===== config.mk =====
export PLATFORM = sky130hd
export DESIGN_NAME = xfer_fifo_dma
export DESIGN_NICKNAME = d
export VERILOG_FILES = /design/src/rtl/xfd_pkg.sv /design/src/rtl/xfd_store.sv /design/src/rtl/xfd_req.sv /design/src/rtl/xfer_fifo_dma.sv
export SDC_FILE = /design/constraint.sdc
export NUM_CORES = 1
export LEC_CHECK = 0
export CORE_MARGIN = 5
export CORE_UTILIZATION = 55
export DETAILED_ROUTE_END_ITERATION = 6
export DONT_BUFFER_PORTS = 1
export MAX_ROUTING_LAYER = met4
export PLACE_DENSITY = 0.67
export SLEW_MARGIN = 20
export SYNTH_ARGS = -nofsm -noshare
export SYNTH_HDL_FRONTEND = slang
export SYNTH_SLANG_ARGS = --single-unit
export TNS_END_PERCENT = 1

===== constraint.sdc =====
create_clock -name clk -period 11.64 [get_ports clk]
set_clock_uncertainty 0.1 [all_clocks]
set_input_delay 1.164 -clock clk [delete_from_list [all_inputs] [get_ports clk]]
set_output_delay 1.164 -clock clk [all_outputs]
set_load 0.05 [all_outputs]

===== src/rtl/xfd_pkg.sv =====
package xfd_pkg;
  typedef enum logic [1:0] {
    XM_READ   = 2'd0,
    XM_WRITE  = 2'd1,
    XM_VERIFY = 2'd2,
    XM_RSVD   = 2'd3
  } xmode_e;

  function automatic logic mode_fills(xmode_e m);
    return m == XM_WRITE;
  endfunction

  function automatic logic mode_quiet(xmode_e m);
    return m == XM_VERIFY;
  endfunction
endpackage


===== src/rtl/xfd_store.sv =====
module xfd_store #(
  parameter int DEPTH = 16,
  parameter int DW    = 8,
  parameter int AW    = $clog2(DEPTH),
  parameter int CW    = $clog2(DEPTH + 1)
) (
  input  logic          clk,
  input  logic          rst,
  input  logic [CW-1:0] cap,
  input  logic          push,
  input  logic [DW-1:0] wdata,
  input  logic          pop,
  output logic [DW-1:0] rdata,
  output logic [CW-1:0] lvl,
  output logic [CW-1:0] lvl_nxt,
  output logic          full,
  output logic          empty,
  output logic          acc_push,
  output logic          acc_pop
);
  localparam logic [AW-1:0] LAST = AW'(DEPTH - 1);

  logic [DW-1:0] mem [DEPTH];
  logic [AW-1:0] wr_ptr, rd_ptr;

  assign full     = lvl >= cap;
  assign empty    = lvl == '0;
  assign acc_push = push && !full;
  assign acc_pop  = pop && !empty;
  assign lvl_nxt  = lvl + CW'(acc_push) - CW'(acc_pop);

  // storage kept free of reset so it maps onto block RAM
  always_ff @(posedge clk) begin
    if (acc_push) mem[wr_ptr] <= wdata;
  end

  always_ff @(posedge clk) begin
    if (rst)          rdata <= '0;
    else if (acc_pop) rdata <= mem[rd_ptr];
  end

  always_ff @(posedge clk) begin
    if (rst) begin
      wr_ptr <= '0;
      rd_ptr <= '0;
      lvl    <= '0;
    end else begin
      if (acc_push) wr_ptr <= (wr_ptr == LAST) ? '0 : wr_ptr + AW'(1);
      if (acc_pop)  rd_ptr <= (rd_ptr == LAST) ? '0 : rd_ptr + AW'(1);
      lvl <= lvl_nxt;
    end
  end

  p_level_bound_r3: assert property (@(posedge clk) disable iff (rst)
    lvl <= CW'(DEPTH));
  p_empty_pop_keeps_r3: assert property (@(posedge clk) disable iff (rst)
    (pop && empty && !push) |=> $stable(lvl));
  p_full_push_keeps_r3: assert property (@(posedge clk) disable iff (rst)
    (push && full && !pop) |=> $stable(lvl));
endmodule


===== src/rtl/xfd_req.sv =====
module xfd_req #(
  parameter int CW = 5
) (
  input  logic          clk,
  input  logic          rst,
  input  logic          dma_en,
  input  logic          burst_en,
  input  logic          fill,
  input  logic          beat,
  input  logic [CW-1:0] cap,
  input  logic [CW-1:0] thr,
  input  logic [CW-1:0] lvl_nxt,
  output logic          svc_req,
  output logic          drq
);
  logic [CW-1:0] avail;
  logic          cond, burst_end;

  assign avail     = fill ? (cap - lvl_nxt) : lvl_nxt;
  assign cond      = avail >= thr;
  assign burst_end = fill ? (lvl_nxt >= cap) : (lvl_nxt == '0);

  always_ff @(posedge clk) begin
    if (rst) svc_req <= 1'b0;
    else     svc_req <= !dma_en && cond;
  end

  always_ff @(posedge clk) begin
    if (rst || !dma_en) drq <= 1'b0;
    else if (drq) begin
      if (beat) drq <= burst_en && !burst_end;
    end else drq <= cond;
  end

  p_pio_no_drq_r5: assert property (@(posedge clk) disable iff (rst)
    !dma_en |=> !drq);
  p_dma_no_svc_r6: assert property (@(posedge clk) disable iff (rst)
    dma_en |=> !svc_req);
  p_single_gap_r7: assert property (@(posedge clk) disable iff (rst)
    (dma_en && !burst_en && drq && beat) |=> !drq);
  p_burst_hold_r8: assert property (@(posedge clk) disable iff (rst)
    (dma_en && burst_en && drq && beat && !burst_end) |=> drq);
endmodule


===== src/rtl/xfer_fifo_dma.sv =====
module xfer_fifo_dma
  import xfd_pkg::*;
#(
  parameter int DEPTH = 16,
  parameter int DW    = 8,
  parameter int AW    = $clog2(DEPTH),
  parameter int CW    = $clog2(DEPTH + 1)
) (
  input  logic          clk,
  input  logic          rst,
  input  logic          cfg_fifo_en,
  input  logic [AW-1:0] cfg_thr_code,
  input  logic          cfg_dma_en,
  input  logic          cfg_burst_en,
  input  logic [1:0]    xfer_mode,
  input  logic          core_push,
  input  logic [DW-1:0] core_wdata,
  input  logic          core_pop,
  output logic [DW-1:0] core_rdata,
  output logic          core_rvalid,
  input  logic          host_rd,
  input  logic          host_wr,
  input  logic [DW-1:0] host_wdata,
  input  logic          dack,
  output logic [DW-1:0] host_rdata,
  output logic          host_rdata_oe,
  output logic          drq,
  output logic          svc_req,
  output logic          xrun,
  output logic [CW-1:0] level
);
  xmode_e        mode;
  logic          fill, quiet, strobe, beat;
  logic [CW-1:0] cap, thr, lvl_nxt;
  logic          push, pop, full, empty, acc_push, acc_pop;
  logic [DW-1:0] wdata, rdata;

  assign mode   = xmode_e'(xfer_mode);
  assign fill   = mode_fills(mode);
  assign quiet  = mode_quiet(mode);
  assign cap    = cfg_fifo_en ? CW'(DEPTH) : CW'(1);
  assign thr    = cfg_fifo_en ? (CW'(cfg_thr_code) + CW'(1)) : CW'(1);
  assign strobe = fill ? host_wr : host_rd;
  assign beat   = strobe && (!cfg_dma_en || dack);
  assign push   = fill ? beat : core_push;
  assign pop    = fill ? core_pop : beat;
  assign wdata  = fill ? host_wdata : core_wdata;

  xfd_store #(.DEPTH(DEPTH), .DW(DW), .AW(AW), .CW(CW)) u_store (
    .clk(clk), .rst(rst), .cap(cap), .push(push), .wdata(wdata), .pop(pop),
    .rdata(rdata), .lvl(level), .lvl_nxt(lvl_nxt), .full(full), .empty(empty),
    .acc_push(acc_push), .acc_pop(acc_pop)
  );

  xfd_req #(.CW(CW)) u_req (
    .clk(clk), .rst(rst), .dma_en(cfg_dma_en), .burst_en(cfg_burst_en),
    .fill(fill), .beat(beat), .cap(cap), .thr(thr), .lvl_nxt(lvl_nxt),
    .svc_req(svc_req), .drq(drq)
  );

  always_ff @(posedge clk) begin
    if (rst) begin
      host_rdata_oe <= 1'b0;
      core_rvalid   <= 1'b0;
      xrun          <= 1'b0;
    end else begin
      host_rdata_oe <= !fill && !quiet && acc_pop;
      core_rvalid   <= fill && acc_pop;
      xrun          <= (!fill && core_push && full) || (fill && core_pop && empty);
    end
  end

  assign host_rdata = host_rdata_oe ? rdata : '0;
  assign core_rdata = rdata;

  p_core_overrun_r3: assert property (@(posedge clk) disable iff (rst)
    (!fill && core_push && level >= cap) |=> xrun);
  p_verify_quiet_r11: assert property (@(posedge clk) disable iff (rst)
    (quiet && beat) |=> !host_rdata_oe);
  p_bypass_one_r2: assert property (@(posedge clk) disable iff (rst)
    (!cfg_fifo_en && level == '0) |=> level <= CW'(1));
endmodule


==> Word-level counts from Yosys, hierarchy flattened <==
Memory sizes are Yosys's and may differ from the RTL's. A register that Yosys moved wholly into a read port is not among the register bits.
Index checks and enable logic that the tools add are counted.
{ "totals": {"ff_bits": 18, "ramBits": 128, "word_cells": 60, "memories": 1} }
{ "classes": {"addsub": 6, "magnitude_cmp": 3, "eq_ne": 4, "mux": 15, "reduce_logical": 23} }
{ "memory_table": {"columns": ["name", "words", "word_bits", "rd", "rd_ports_with_merged_regs", "wr", "line_no", "rtl"], "rows": [
  ["u_store.mem", 16, 8, 1, 1, 1, "xfd_store.sv:23", "logic [DW-1:0] mem [DEPTH];"]
]} }
{ "ops": {"columns": ["operator", "n"], "rows": [
  ["8-bit two-way mux", 2],
  ["5-bit greater-or-equal comparator", 3],
  ["5-bit two-way mux", 3],
  ["1-bit logical AND", 12],
  ["5-bit logical NOT", 2],
  ["4-bit by 1-bit adder with 4-bit output (second input constant)", 2],
  ["4-bit equality test (second input constant)", 2],
  ["1-bit two-way mux", 8],
  ["4-bit two-way mux", 2],
  ["1-bit logical NOT", 6],
  ["4-bit by 1-bit adder with 5-bit output (second input constant)", 1],
  ["5-bit by 1-bit adder with 5-bit output", 1],
  ["5-bit by 1-bit subtractor with 5-bit output", 1],
  ["5-bit subtractor", 1],
  ["1-bit logical OR", 3],
  ["2-bit by 1-bit equality test with 1-bit output (second input constant)", 1],
  ["2-bit equality test (second input constant)", 1]
]} }

==> Longest topological paths before layout <==
{ "depth": {"depth_word": 13, "ltp_mapped": 21, "depth_no_buf": 21} }

==> Hierarchy <==
From an unflattened synthesis, not the netlist that was laid out.
{ "hier_totals": {"hier_cells": 452, "area_unflattened_um2": 6960.4} }
{ "by_module_without_submodules": {"columns": ["mod", "n_inst", "cells_each", "area_per_inst_um2"], "rows": [
  ["xfd_store", 1, 341, 6069.6],
  ["xfd_req", 1, 62, 466.7],
  ["xfer_fifo_dma", 1, 49, 424.2]
]} }

==> Least setup slack after synthesis <==
Ideal clock, no wire load.
{ "synth_timing": {"path_kind": "in2reg", "startpoint": "in cfg_fifo_en", "endpoint": "reg u_req.drq", "t_arrival_ns": 4.805, "slack_ns": 6.613, "path_stages": 21, "path_buffers": 2, "path_cell_list": "inv_1 ha_1 inv_1 o2111ai_1 a211oi_1 buf_2 buf_2 ha_1 inv_1 fa_1 o21bai_1 a21oi_1 xnor2_1 ha_1 xor2_1 mux2i_1 ha_1 a21o_1 a311oi_1 a211o_1 a31oi_1"} }
{ "synth_between": {"elab_chain_cells": 12} }
{ "synth_lines": {"columns": ["item", "line_no", "rtl"], "rows": [
  ["start, declared", "xfer_fifo_dma.sv:11", "input logic cfg_fifo_en,"],
  ["5-bit two-way mux *", "xfer_fifo_dma.sv:41", "assign cap = cfg_fifo_en ? CW'(DEPTH) : CW'(1);"],
  ["5-bit greater-or-equal comparator *", "xfd_store.sv:26", "assign full = lvl >= cap;"],
  ["1-bit logical NOT *", "xfd_store.sv:28", "assign acc_push = push && !full;"],
  ["1-bit logical AND *", "xfd_store.sv:28", null],
  ["via acc_push", "xfer_fifo_dma.sv:35", "logic push, pop, full, empty, acc_push, acc_pop;"],
  ["5-bit by 1-bit adder with 5-bit output *", "xfd_store.sv:30", "assign lvl_nxt = lvl + CW'(acc_push) - CW'(acc_pop);"],
  ["5-bit by 1-bit subtractor with 5-bit output *", "xfd_store.sv:30", null],
  ["branches (longest 5 deep; another with 5-bit subtractor)", null, null],
  ["1-bit two-way mux *", "xfd_req.sv:30", "else if (drq) begin"],
  ["end signal, assigned", "xfd_req.sv:31", "if (beat) drq <= burst_en && !burst_end;"],
  ["end signal, assigned", "xfd_req.sv:32", "end else drq <= cond;"],
  ["end, declared", "xfd_req.sv:14", "output logic drq"]
]} }
Mark *: on every way through the listed nets, which the timed path passes.
A chain may end at the register's enable or synchronous reset.

==> Worst setup path in the final report <==
{ "layout_timing": {"startpoint": "in xfer_mode[1]", "endpoint": "reg u_req.drq"} }
{ "layout_between": {"elab_chain_cells": 13} }
{ "layout_lines": {"columns": ["item", "line_no", "rtl"], "rows": [
  ["start, declared", "xfer_fifo_dma.sv:15", "input logic [1:0] xfer_mode,"],
  ["2-bit by 1-bit equality test with 1-bit output *", "xfd_pkg.sv:10", "return m == XM_WRITE;"],
  ["branches (longest 11 deep; another with 5-bit by 1-bit adder with 5-bit output)", null, null],
  ["1-bit two-way mux *", "xfd_req.sv:30", null]
]} }
Mark *: on every way between the ends.

==> impl_metrics.json <==
{
  "synth.largest_area_cell": "edfxtp_1",
  "port_buffers": 0,
  "p_seq_share_pct": 42.3,
  "fin_tns_setup_ps": 0,
  "synth_edf_count": 128,
  "worstPathRequired_ps": 11840,
  "place_congestion": 0.844,
  "grt_usage_pct": 19.7,
  "postCtsSetupRepairBufs": 0,
  "timing.slew.headroom_pct": 31.8,
  "grt_pass1_vias": 3727,
  "rsz0062_at_grt": "false",
  "die_area_sq_um": 14700,
  "min_period_ps": 5930,
  "crit_arrival_ps": 6130,
  "wl_per_cell_um": 21.7,
  "swShare_pct": 31.4,
  "internal_power_uw": 1150,
  "hold_path_class": "flop to flop",
  "clkLatencyLatePin_ps": 420,
  "cp-start-kind": "input port",
  "critPathKind": "input port to flop",
  "grt_max_degree": 37,
  "hpwl_um": 8590,
  "wirelength_um": 13400,
  "async_flop_share_pct": 0,
  "initial_core_util_pct": 56.4,
  "p_comb_share_pct": 26.0,
  "clock.fmax_ghz": 0.169,
  "critPathMaxFanout": 23,
  "fin_crit_sh_pct": 51.0,
  "hold_viol_final": 0,
  "firstDrtPassIters": 5,
  "ant_nets": 0,
  "avgSynthCellArea_sq_um": 15.4,
  "maxCapViolations": 0,
  "area_growth_pct": 9.97,
  "cts-resized-gates": 0,
  "ys_ff_latch": 154,
  "ys.flop_type": "edfxtp_1",
  "numCtsBuffers": 17,
  "synthDistinctLibCells": 47,
  "grt_pass1_wl_um": 20600,
  "fp-row-count": 40,
  "syn_inst": 441,
  "drc_errors": 0,
  "die_y_um": 121,
  "ys.warnings.count": 0,
  "final_layout_size_suffix_gt1_share_pct": 13.3,
  "cts_buffer_depth": 2,
  "ir_worst_vdd_mv": 0.143,
  "cts_tree": "yes",
  "antennaDiodeCount": 0,
  "drt_iter0_drc": 259,
  "antenna_found_initial": 0,
  "synth_nets": 498,
  "ctsRootBufferMaster": "clkbuf_16",
  "clkPwrFrac_pct": 31.7,
  "holdWs_ps": 504,
  "netSwitchingPower_uw": 528,
  "syn_area_sq_um": 6810,
  "maxSlewViolCount": 0,
  "avgViaCountPerCell": 5.99,
  "grt_overflow": 0,
  "ctsHtreeMaxLevel": 4,
  "die_x_um": 121,
  "power_density_nw_per_um2": 224,
  "fin_nets": 497,
  "hold_buffers": 0,
  "synth_top_cell_area_share_pct": 56.5,
  "status": "complete, no violations",
  "finalSetupViolCount": 0,
  "ios": 58,
  "worst_slew_pin_slew_ps": 1020,
  "vias": 3707,
  "coreArea_sq_um": 12100,
  "power.static_leakage_uw": 0.00259,
  "endpoint_kind": "flop",
  "synthTopCellsByArea": "edfxtp_1, dfxtp_1, mux4_2",
  "synth_seq_area_share_pct": 64.1,
  "path_clk_slew_ps": 60,
  "clock-sinks": 154
}
-- cell usage in the layout, fill, tap and decap left out, drive strengths merged, types with 3 or more instances in the layout --
| cell type | instances |
|---|---|
| dfxtp | 26 |
| nand4 | 4 |
| ha | 24 |
| bufinv | 3 |
| o21ai | 3 |
| and2 | 12 |
| nand2b | 4 |
| and3 | 14 |
| mux4 | 32 |
| nand3 | 5 |
| mux2 | 9 |
| a21o | 4 |
| xor2 | 5 |
| a31oi | 5 |
| inv | 13 |
| nand2 | 45 |
| edfxtp | 128 |
| nor2 | 16 |
| a22oi | 16 |
| nor2b | 11 |
| clkinv | 5 |
| mux2i | 3 |
| a21oi | 15 |
| xnor2 | 4 |
| clkbuf | 20 |
-- registers in the layout, indices dropped and copies added, names as in the netlist --
signal / count
u_store.lvl: 5
u_req.drq: 1
u_req.svc_req: 1
u_store.mem: 128
u_store.wr_ptr: 4
core_rvalid: 1
host_rdata_oe: 1
u_store.rd_ptr: 4
u_store.rdata: 8
xrun: 1
-- worst paths after layout --
check	end	slack, ps	depth (start not counted)	from
max	u_req.drq	5710	18	xfer_mode[1]
min	u_store.rd_ptr[3]	500	1	u_store.rd_ptr[3]
max reg2reg	u_req.drq	6100	19	u_store.lvl[1]
min reg2reg	u_store.rd_ptr[3]	500	1	u_store.rd_ptr[3]
-- cell families (layout without fill, tap and decap cells) --
kind of cell	Yosys count	in the layout	synth area share, %
adders and majority gates	25	25	4.71
and+or+nand+nor	120	120	8.86
xor gates and xnor gates	9	9	1.16
muxes	44	44	13.2
buffers and inverters	35	45	2.52
DFF	154	154	64.1
AOI/OAI and AO/OA	54	54	5.39
-- per-stage QoR --
step,area [sq um],total power [uW],worst slack [ps],util [%],std cells
finish,7480,1680,5710,62.0,619
global route,7480,1760,5400,62.0,619
CTS,7480,1680,5790,62.0,619
detailed placement,6920,1150,5360,57.4,589
global placement,6920,1140,5640,57.4,589
floorplan,6810,1060,6610,-,441
-- synth_stat cells (9+ instances only) --
library cell    n
nor2b_1        11
dfxtp_1        26
nand2_1        45
mux2_2          9
a21oi_1        15
and2_1         12
inv_1          13
a22oi_1        16
ha_1           24
mux4_2         19
mux4_1         13
nor2_1         16
edfxtp_1      128
and3_1         14
-- cell type report --
cell class	count	area (sq um)
fill	908	4580
sequential	154	4370
multi-input combinational	252	2280
clock buffer	20	437
tap	168	210
clock inverter	10	128
inverter	13	48.8
timing repair buffer	2	15.0
-- power by group through the flow --
stage / Sequential (uW) / Combinational [uW] / Clock [uW]
5_1_grt: 715 / 483 / 566
3_3_place_gp: 723 / 414 / 0
6_report: 711 / 437 / 532
3_5_place_dp: 724 / 429 / 0
4_1_cts: 712 / 435 / 538
2_1_floorplan: 716 / 345 / 0
-- critical path: stages --
cell and delay [ps]:
inv_1 40, ha_1 800, a31oi_1 210, a211oi_2 900
ha_1 310, inv_1 60, fa_1 400, o21bai_1 140
a21oi_1 90, xnor2_1 350, ha_1 350, xor2_1 170
mux2i_1 100, ha_1 380, a21o_1 210, a311oi_1 290
a211o_1 140, a31oi_1 40
-- routing by layer --
layer | wire [um] | GRT usage (%) | vias to the layer above
li1 | - | - | 1708
met1 | 6070 | 27.8 | 1851
met2 | 6310 | 28.4 | 134
met3 | 784 | 3.92 | 14
met4 | 278 | 8.47 | 0
met5 | 0 | - | -
Note: power is estimated with default switching activity, not from simulation.
